--- src/rtl/agu_pkg.sv ---
package agu_pkg;
    localparam int unsigned XLEN       = 32;
    localparam int unsigned NUM_REGS   = 8;
    localparam int unsigned RIDX_W     = $clog2(NUM_REGS);
    localparam int unsigned SCALE_W    = 2;
    localparam int unsigned SHORT_D_W  = 8;

    localparam logic [RIDX_W-1:0] REG_STACK = RIDX_W'(4);
    localparam logic [RIDX_W-1:0] REG_FRAME = RIDX_W'(5);

    typedef enum logic [1:0] {
        AM_REG_IND    = 2'd0,
        AM_BASED      = 2'd1,
        AM_SCALED     = 2'd2,
        AM_SCALED_DSP = 2'd3
    } agu_mode_e;

    typedef struct packed {
        logic [XLEN-1:0] ea;
        logic            illegal;
    } agu_result_t;

    function automatic logic is_stack_or_frame(input logic [RIDX_W-1:0] r);
        return (r == REG_STACK) || (r == REG_FRAME);
    endfunction

    function automatic logic mode_has_index(input agu_mode_e m);
        return (m == AM_SCALED) || (m == AM_SCALED_DSP);
    endfunction

    function automatic logic mode_has_disp(input agu_mode_e m);
        return (m == AM_BASED) || (m == AM_SCALED_DSP);
    endfunction
endpackage

--- src/rtl/agu_disp_ext.sv ---
module agu_disp_ext #(
    parameter int unsigned OUT_W   = 32,
    parameter int unsigned SHORT_W = 8
) (
    input  logic [OUT_W-1:0] raw_i,
    input  logic             wide_i,
    output logic [OUT_W-1:0] disp_o
);
    localparam int unsigned PAD_W = OUT_W - SHORT_W;

    logic [OUT_W-1:0] short_ext;

    generate
        if (PAD_W > 0) begin : g_pad
            assign short_ext = {{PAD_W{raw_i[SHORT_W-1]}}, raw_i[SHORT_W-1:0]};
        end else begin : g_nopad
            assign short_ext = raw_i;
        end
    endgenerate

    assign disp_o = wide_i ? raw_i : short_ext;
endmodule

--- src/rtl/agu_legal_chk.sv ---
module agu_legal_chk
    import agu_pkg::*;
(
    input  agu_mode_e         mode_i,
    input  logic [RIDX_W-1:0] base_i,
    input  logic [RIDX_W-1:0] index_i,
    output logic              illegal_o
);
    always_comb begin
        if (mode_has_index(mode_i)) begin
            illegal_o = (index_i == REG_STACK);
        end else begin
            illegal_o = is_stack_or_frame(base_i);
        end
    end
endmodule

--- src/rtl/agu_sum.sv ---
module agu_sum
    import agu_pkg::*;
(
    input  agu_mode_e          mode_i,
    input  logic [XLEN-1:0]    base_val_i,
    input  logic [XLEN-1:0]    index_val_i,
    input  logic [SCALE_W-1:0] scale_i,
    input  logic [XLEN-1:0]    disp_i,
    output logic [XLEN-1:0]    sum_o
);
    logic [XLEN-1:0] idx_term;
    logic [XLEN-1:0] dsp_term;

    always_comb begin
        idx_term = mode_has_index(mode_i) ? (index_val_i << scale_i) : '0;
        dsp_term = mode_has_disp(mode_i) ? disp_i : '0;
        sum_o    = base_val_i + idx_term + dsp_term;
    end
endmodule

--- src/rtl/agu_top.sv ---
module agu_top
    import agu_pkg::*;
(
    input  logic                clk,
    input  logic                rst,
    input  logic [1:0]          mode_i,
    input  logic [RIDX_W-1:0]   base_sel_i,
    input  logic [RIDX_W-1:0]   index_sel_i,
    input  logic [SCALE_W-1:0]  scale_i,
    input  logic [XLEN-1:0]     disp_i,
    input  logic                disp_wide_i,
    output logic [RIDX_W-1:0]   rd_a_addr_o,
    input  logic [XLEN-1:0]     rd_a_data_i,
    output logic [RIDX_W-1:0]   rd_b_addr_o,
    input  logic [XLEN-1:0]     rd_b_data_i,
    output logic [XLEN-1:0]     ea_o,
    output logic                illegal_o
);
    agu_mode_e       mode;
    logic [XLEN-1:0] disp_ext;
    logic [XLEN-1:0] raw_sum;
    logic            bad_opnd;
    agu_result_t     next_res;
    agu_result_t     res_q;

    assign mode        = agu_mode_e'(mode_i);
    assign rd_a_addr_o = base_sel_i;
    assign rd_b_addr_o = index_sel_i;

    agu_disp_ext #(
        .OUT_W   (XLEN),
        .SHORT_W (SHORT_D_W)
    ) u_disp (
        .raw_i  (disp_i),
        .wide_i (disp_wide_i),
        .disp_o (disp_ext)
    );

    agu_legal_chk u_legal (
        .mode_i    (mode),
        .base_i    (base_sel_i),
        .index_i   (index_sel_i),
        .illegal_o (bad_opnd)
    );

    agu_sum u_sum (
        .mode_i      (mode),
        .base_val_i  (rd_a_data_i),
        .index_val_i (rd_b_data_i),
        .scale_i     (scale_i),
        .disp_i      (disp_ext),
        .sum_o       (raw_sum)
    );

    always_comb begin
        next_res.illegal = bad_opnd;
        next_res.ea      = bad_opnd ? '0 : raw_sum;
    end

    always_ff @(posedge clk) begin
        if (rst) begin
            res_q <= '0;
        end else begin
            res_q <= next_res;
        end
    end

    assign ea_o      = res_q.ea;
    assign illegal_o = res_q.illegal;
endmodule

--- config.mk ---
export PLATFORM = sky130hd
export DESIGN_NAME = agu_top
export DESIGN_NICKNAME = d
export VERILOG_FILES = /design/src/rtl/agu_pkg.sv /design/src/rtl/agu_disp_ext.sv /design/src/rtl/agu_legal_chk.sv /design/src/rtl/agu_sum.sv /design/src/rtl/agu_top.sv
export SDC_FILE = /design/constraint.sdc
export NUM_CORES = 1
export LEC_CHECK = 0
export BUFFER_PORTS_ARGS = -buffer_cell sky130_fd_sc_hd__buf_2
export CAP_MARGIN = 10
export CELL_PAD_IN_SITES_DETAIL_PLACEMENT = 0
export CELL_PAD_IN_SITES_GLOBAL_PLACEMENT = 2
export CORE_MARGIN = 2
export CORE_UTILIZATION = 33
export CTS_BUF_LIST = sky130_fd_sc_hd__clkbuf_4 sky130_fd_sc_hd__clkbuf_8
export CTS_CLUSTER_SIZE = 25
export DETAILED_ROUTE_END_ITERATION = 10
export HOLD_SLACK_MARGIN = 0.06
export PLACE_DENSITY = 0.81
export SLEW_MARGIN = 10
export SYNTH_ARGS = -nofsm -noshare
export SYNTH_HDL_FRONTEND = slang
export SYNTH_HIERARCHICAL = 1
export SYNTH_SLANG_ARGS = --single-unit
export TNS_END_PERCENT = 20
--- constraint.sdc ---
create_clock -name clk -period 4.9 [get_ports clk]
set_clock_uncertainty 0.15 [all_clocks]
set_input_delay 0.245 -clock clk [delete_from_list [all_inputs] [get_ports clk]]
set_output_delay 0.245 -clock clk [all_outputs]
set_load 0.005 [all_outputs]
* Yosys cells after proc, flatten, opt, wreduce, memory -nomap -nowiden *
Index checks and enable logic that the tools add are counted.

storage, ports and cells
  register bits = 33
  logic and storage cells = 19
  output and inout port bits = 39

operators by class
  shifts and indexed selects = 1
  equality and inequality tests = 6
  mux-type cells = 4
  $add $sub $neg = 2
  reductions and logical operators = 4

operators by type and width
  operator                                                               number
  32-bit two-way mux                                                     3
  32-bit adder                                                           2
  32-bit by 2-bit left shift with 32-bit output                          1
  3-bit equality test, second input constant                             3
  2-bit equality test, second input constant                             2
  1-bit logical OR                                                       3
  2-bit by 1-bit equality test with 1-bit output, second input constant  1
  2-bit OR reduction                                                     1
  1-bit two-way mux                                                      1

* Longest topological paths before layout *
  depth in word-level cells = 5
  gate-level depth with buffers = 16

* Cells and area by module *
Netlist, hierarchy kept.

by module, submodules not included
  module         times used  area each (um^2)  cells each
  agu_sum        1           3387.0            382
  agu_top        1           1188.6            80
  agu_disp_ext   1           466.7             37
  agu_legal_chk  1           20.0              3

* Worst setup path after synthesis *
OpenSTA, ideal clock, no wires.

  path type = input to register
  from = input port scale_i[0]
  to = register res_q, in the netlist ea_o[30]
  slack = 0.857 ns
  library setup time = 0.115 ns
  arrival = 3.778 ns
  cell stages on the path = 14
  cell sequence = clkbuf_1 buf_2 mux4_2 and2_1 fa_1 ha_1 a21oi_2 o21ai_0 a31o_1 o21a_4 a2111oi_4 o41ai_1 xor2_1 nor3b_1

on the way
  cells in the longest elaborated chain, start to end = 4

RTL lines
  what                                           RTL line       RTL
  from (decl)                                    agu_top.sv:9   input logic [SCALE_W-1:0] scale_i,
  32-bit by 2-bit left shift with 32-bit output  agu_sum.sv:15  idx_term = mode_has_index(mode_i) ? (index_val_i << scale_i) : '0;
  32-bit two-way mux                             agu_sum.sv:15
  32-bit adder (2 in series)                     agu_sum.sv:17  sum_o = base_val_i + idx_term + dsp_term;
  via raw_sum[30]                                agu_top.sv:21  logic [XLEN-1:0] raw_sum;
  to (signal assigned)                           agu_top.sv:64  res_q <= next_res;
  to (decl)                                      agu_top.sv:24  agu_result_t res_q;

The timed path passes the listed nets, and every way through them passes these cells.
A chain may end at the register's enable or synchronous reset.

* Worst setup path after layout *
  from = input port scale_i[0]
  to = register res_q, in the netlist ea_o[31]

The elaborated chain is that of the path after synthesis.

==> key figures <==
Yosys
  – Share of flip-flops with an asynchronous set or reset: 0%
  – Number of distinct library cells after synthesis: 59
  – Syn Area/Cell: just over 10 sq um
  – Synth Register Bits: 33
  – Post-synth EDFFs: 0
  – Mapped Cells: approximately 500
  – Mapped Nets: roughly 670
  – Netlist Area Pre-Place: 5062 sq um
  – Seq/Total Area, Yosys: 13.05%
  – YS warnings: 6
  – Most common flop cell mapped by yosys: dfxtp_1

Place
  – DP HPWL: around 12,000 microns
  – Placed cell count: 790
  – Port bufs: between 100 and 150
  – Routability cong.: around 0.87

CTS
  – CTS clk-pin slew, worst paths: 0.09 ns
  – CTS Hold Bufs: 0
  – Clock Tree Root: clkbuf_8
  – CTS buffer count: 5
  – Clock sinks: 33
  – Number of H-tree levels: 2
  – TritonCTS clock tree: yes
  – Setup bufs post-CTS: 0
  – Longest Clk Path Bufs: 2
  – Cts repair resizes: 0

Global route
  – Largest net degree at the start of global routing: 34
  – GR Util All Layers: between 10% and 20%
  – Initial antenna violation count: 1
  – First-pass GRT wire length: about 23,000 microns
  – Remaining global-route overflow: 0
  – Vias in the first global route: between 4k and 5k

Die
  – Num rows: 45
  – Die height: between 100 and 150 microns
  – Die width: about 130 microns
  – Core area: around 15,000 sq um
  – Die area: ~16,000 sq um
  – Starting Density: between 30% and 40%
  – I/O pin count: approximately 150

STA
  – Post-Route Setup TNS: 0 ns
  – Min Clock Period, post-route: about 4.0 ns
  – Slew headroom: approximately a third
  – RSZ-0062 raised after global routing: false
  – Fin crit share: 82.60%
  – # setup viols final: 0
  – Fmax: between 200 and 250 MHz
  – Final Hold Vio Count: 0
  – Worst-Margin Slew: about 1 ns
  – Max-slew violations: 0

Cells and area
  – Final nets: around 800
  – Antenna diode count: 0
  – Share of cells above drive strength 1: 40.72%
  – Area Growth Syn to Fin: 14.66%
  – Leading cell type in the layout, fill and taps excluded: buf_2
  – Most frequent cells in the layout: buf_2 (145), and2_1 (53), dfxtp_1 (33), a21oi_1 (33), fa_1 (32)
  – # fillers: between 1.5k and 2k
  – Finished Layout Cells: 797

Detailed routing
  – Via Count: ~4.1k
  – DRT antenna net count: 0
  – DRC viols: 0
  – Post-Route WL: ~14,000 microns
  – WL/cell: ~18 microns
  – First-pass iteration count of the detailed router: 4
  – Routed vias/inst: approximately 5.2
  – Initial DRC Count: about 270

Setup path
  – CP Data Required Time: between 4 and 5 ns
  – Crit path launch type: input port
  – Crit end category: flip-flop
  – Arr. time, crit path: just over 4 ns
  – CP Cell Sequence: buf_2 -> buf_4 -> mux4_2 -> and2_1 -> fa_1 -> ha_1 -> a21oi_1 -> o221ai_1 -> a21oi_1 -> o21ai_1 -> a221oi_1 -> a21oi_1 -> xnor2_1 -> nor3b_2
  – CP max-delay cell: mux4_2
  – Slowest cell delay on critical path: about 0.49 ns
  – CP most frequent cell: a21oi_1
  – Setup CP Type: in -> reg
  – Crit Path Max Fanout: 20

Status
  – Status: completed

Pwr
  – Static Leak: approximately 0.0027 uW
  – PD cells: roughly 270 nW/um^2
  – Worst VDD drop: approximately 0.000089 V

Run
  – Max-cap violations: 0

Hold path
  – Hold crit path type: in -> out
-- worst paths after layout --
path,start,to,slack (ns),cells after the start
max,scale_i[0],ea_o[31]$_SDFF_PP0_,0.85,14
min,base_sel_i[0],rd_a_addr_o[0],0.34,0
-- power by group --
group | total, uW | switching (uW) | internal, uW
Clock | 226 | 109 | 117
Sequential | 348 | 15.4 | 332
Combinational | 970 | 501 | 469
Total | 1540 | 625 | 918
-- metrics by stage --
step / hold WS (ns) / cell area [sq um] / util (%) / total power [uW] / setup slack [ns]
finish: 0.3400 / 5804 / 38.47 / 1543 / 0.8527
global route: 0.3400 / 5804 / 38.47 / 1681 / 0.5494
CTS: 0.3402 / 5804 / 38.47 / 1561 / 0.8593
detailed placement: 0.3402 / 5714 / 37.87 / 1323 / 0.5224
global placement: 0.3402 / 5714 / 37.87 / 1326 / 0.5507
floorplan: 0.3103 / 5062 / - / 1053 / 0.8568
-- synthesized netlist by cell type, types with 4 or more instances --
master | n | area [sq um]
a21o_1 | 11 | 82.58
dfxtp_1 | 33 | 660.6
o21ai_0 | 10 | 50.05
xnor2_1 | 20 | 175.2
buf_2 | 6 | 30.03
nor3b_2 | 30 | 375.4
buf_4 | 15 | 112.6
mux2_4 | 20 | 300.3
clkbuf_1 | 17 | 63.81
nand4_1 | 6 | 37.54
mux2_2 | 5 | 56.30
xor2_1 | 10 | 87.58
nand2_1 | 31 | 116.4
mux4_2 | 27 | 608.1
a21oi_1 | 33 | 165.2
inv_1 | 18 | 67.56
buf_6 | 8 | 90.09
o21ai_1 | 10 | 50.05
nor2_1 | 18 | 67.56
ha_1 | 30 | 375.4
and2_1 | 53 | 331.6
nor3b_1 | 4 | 30.03
nand3_1 | 5 | 25.02
fa_1 | 32 | 640.6
-- cell type report --
class	instances	area [sq um]	area share, %
multi-input combinational	402	3995	68.83
inverter	18	67.56	1.164
clock buffer	7	90.09	1.552
sequential	33	660.6	11.38
timing repair buffer	149	755.7	13.02
tap	188	235.2	4.053
-- worst max-delay path: cells and delay by family --
family	cells	cell delay, ns
AO/OA/AOI/OAI	6	1.28
XOR/XNOR	1	0.13
adder cells (fa/ha/maj)	2	0.85
buffers and inverters	2	0.69
multiplexers	1	0.49
AND/OR/NAND/NOR	2	0.35
-- flip-flops by register name, summed over array words and instances, names as in the netlist --
name and flops:
ea_o 32, illegal_o 1
-- cells by family after synthesis --
kind of cell	after synthesis	synth area share (%)
AND/OR/NAND/NOR	159	21.16
AO/OA/AOI/OAI	96	12.83
buffers and inverters	67	8.057
adder cells (fa/ha/maj)	62	20.07
multiplexers	55	19.65
flip-flops	33	13.05
XOR/XNOR	30	5.190
-- metal layers --
| metal | GRT usage, % | routed length, microns |
|---|---|---|
| met1 | 24.90 | 6518 |
| met4 | 4.396 | 233 |
| met3 | 2.963 | 931 |
| met5 | 0 | 13 |
| met2 | 28.34 | 6455 |
(Power assumes the default switching activity.)
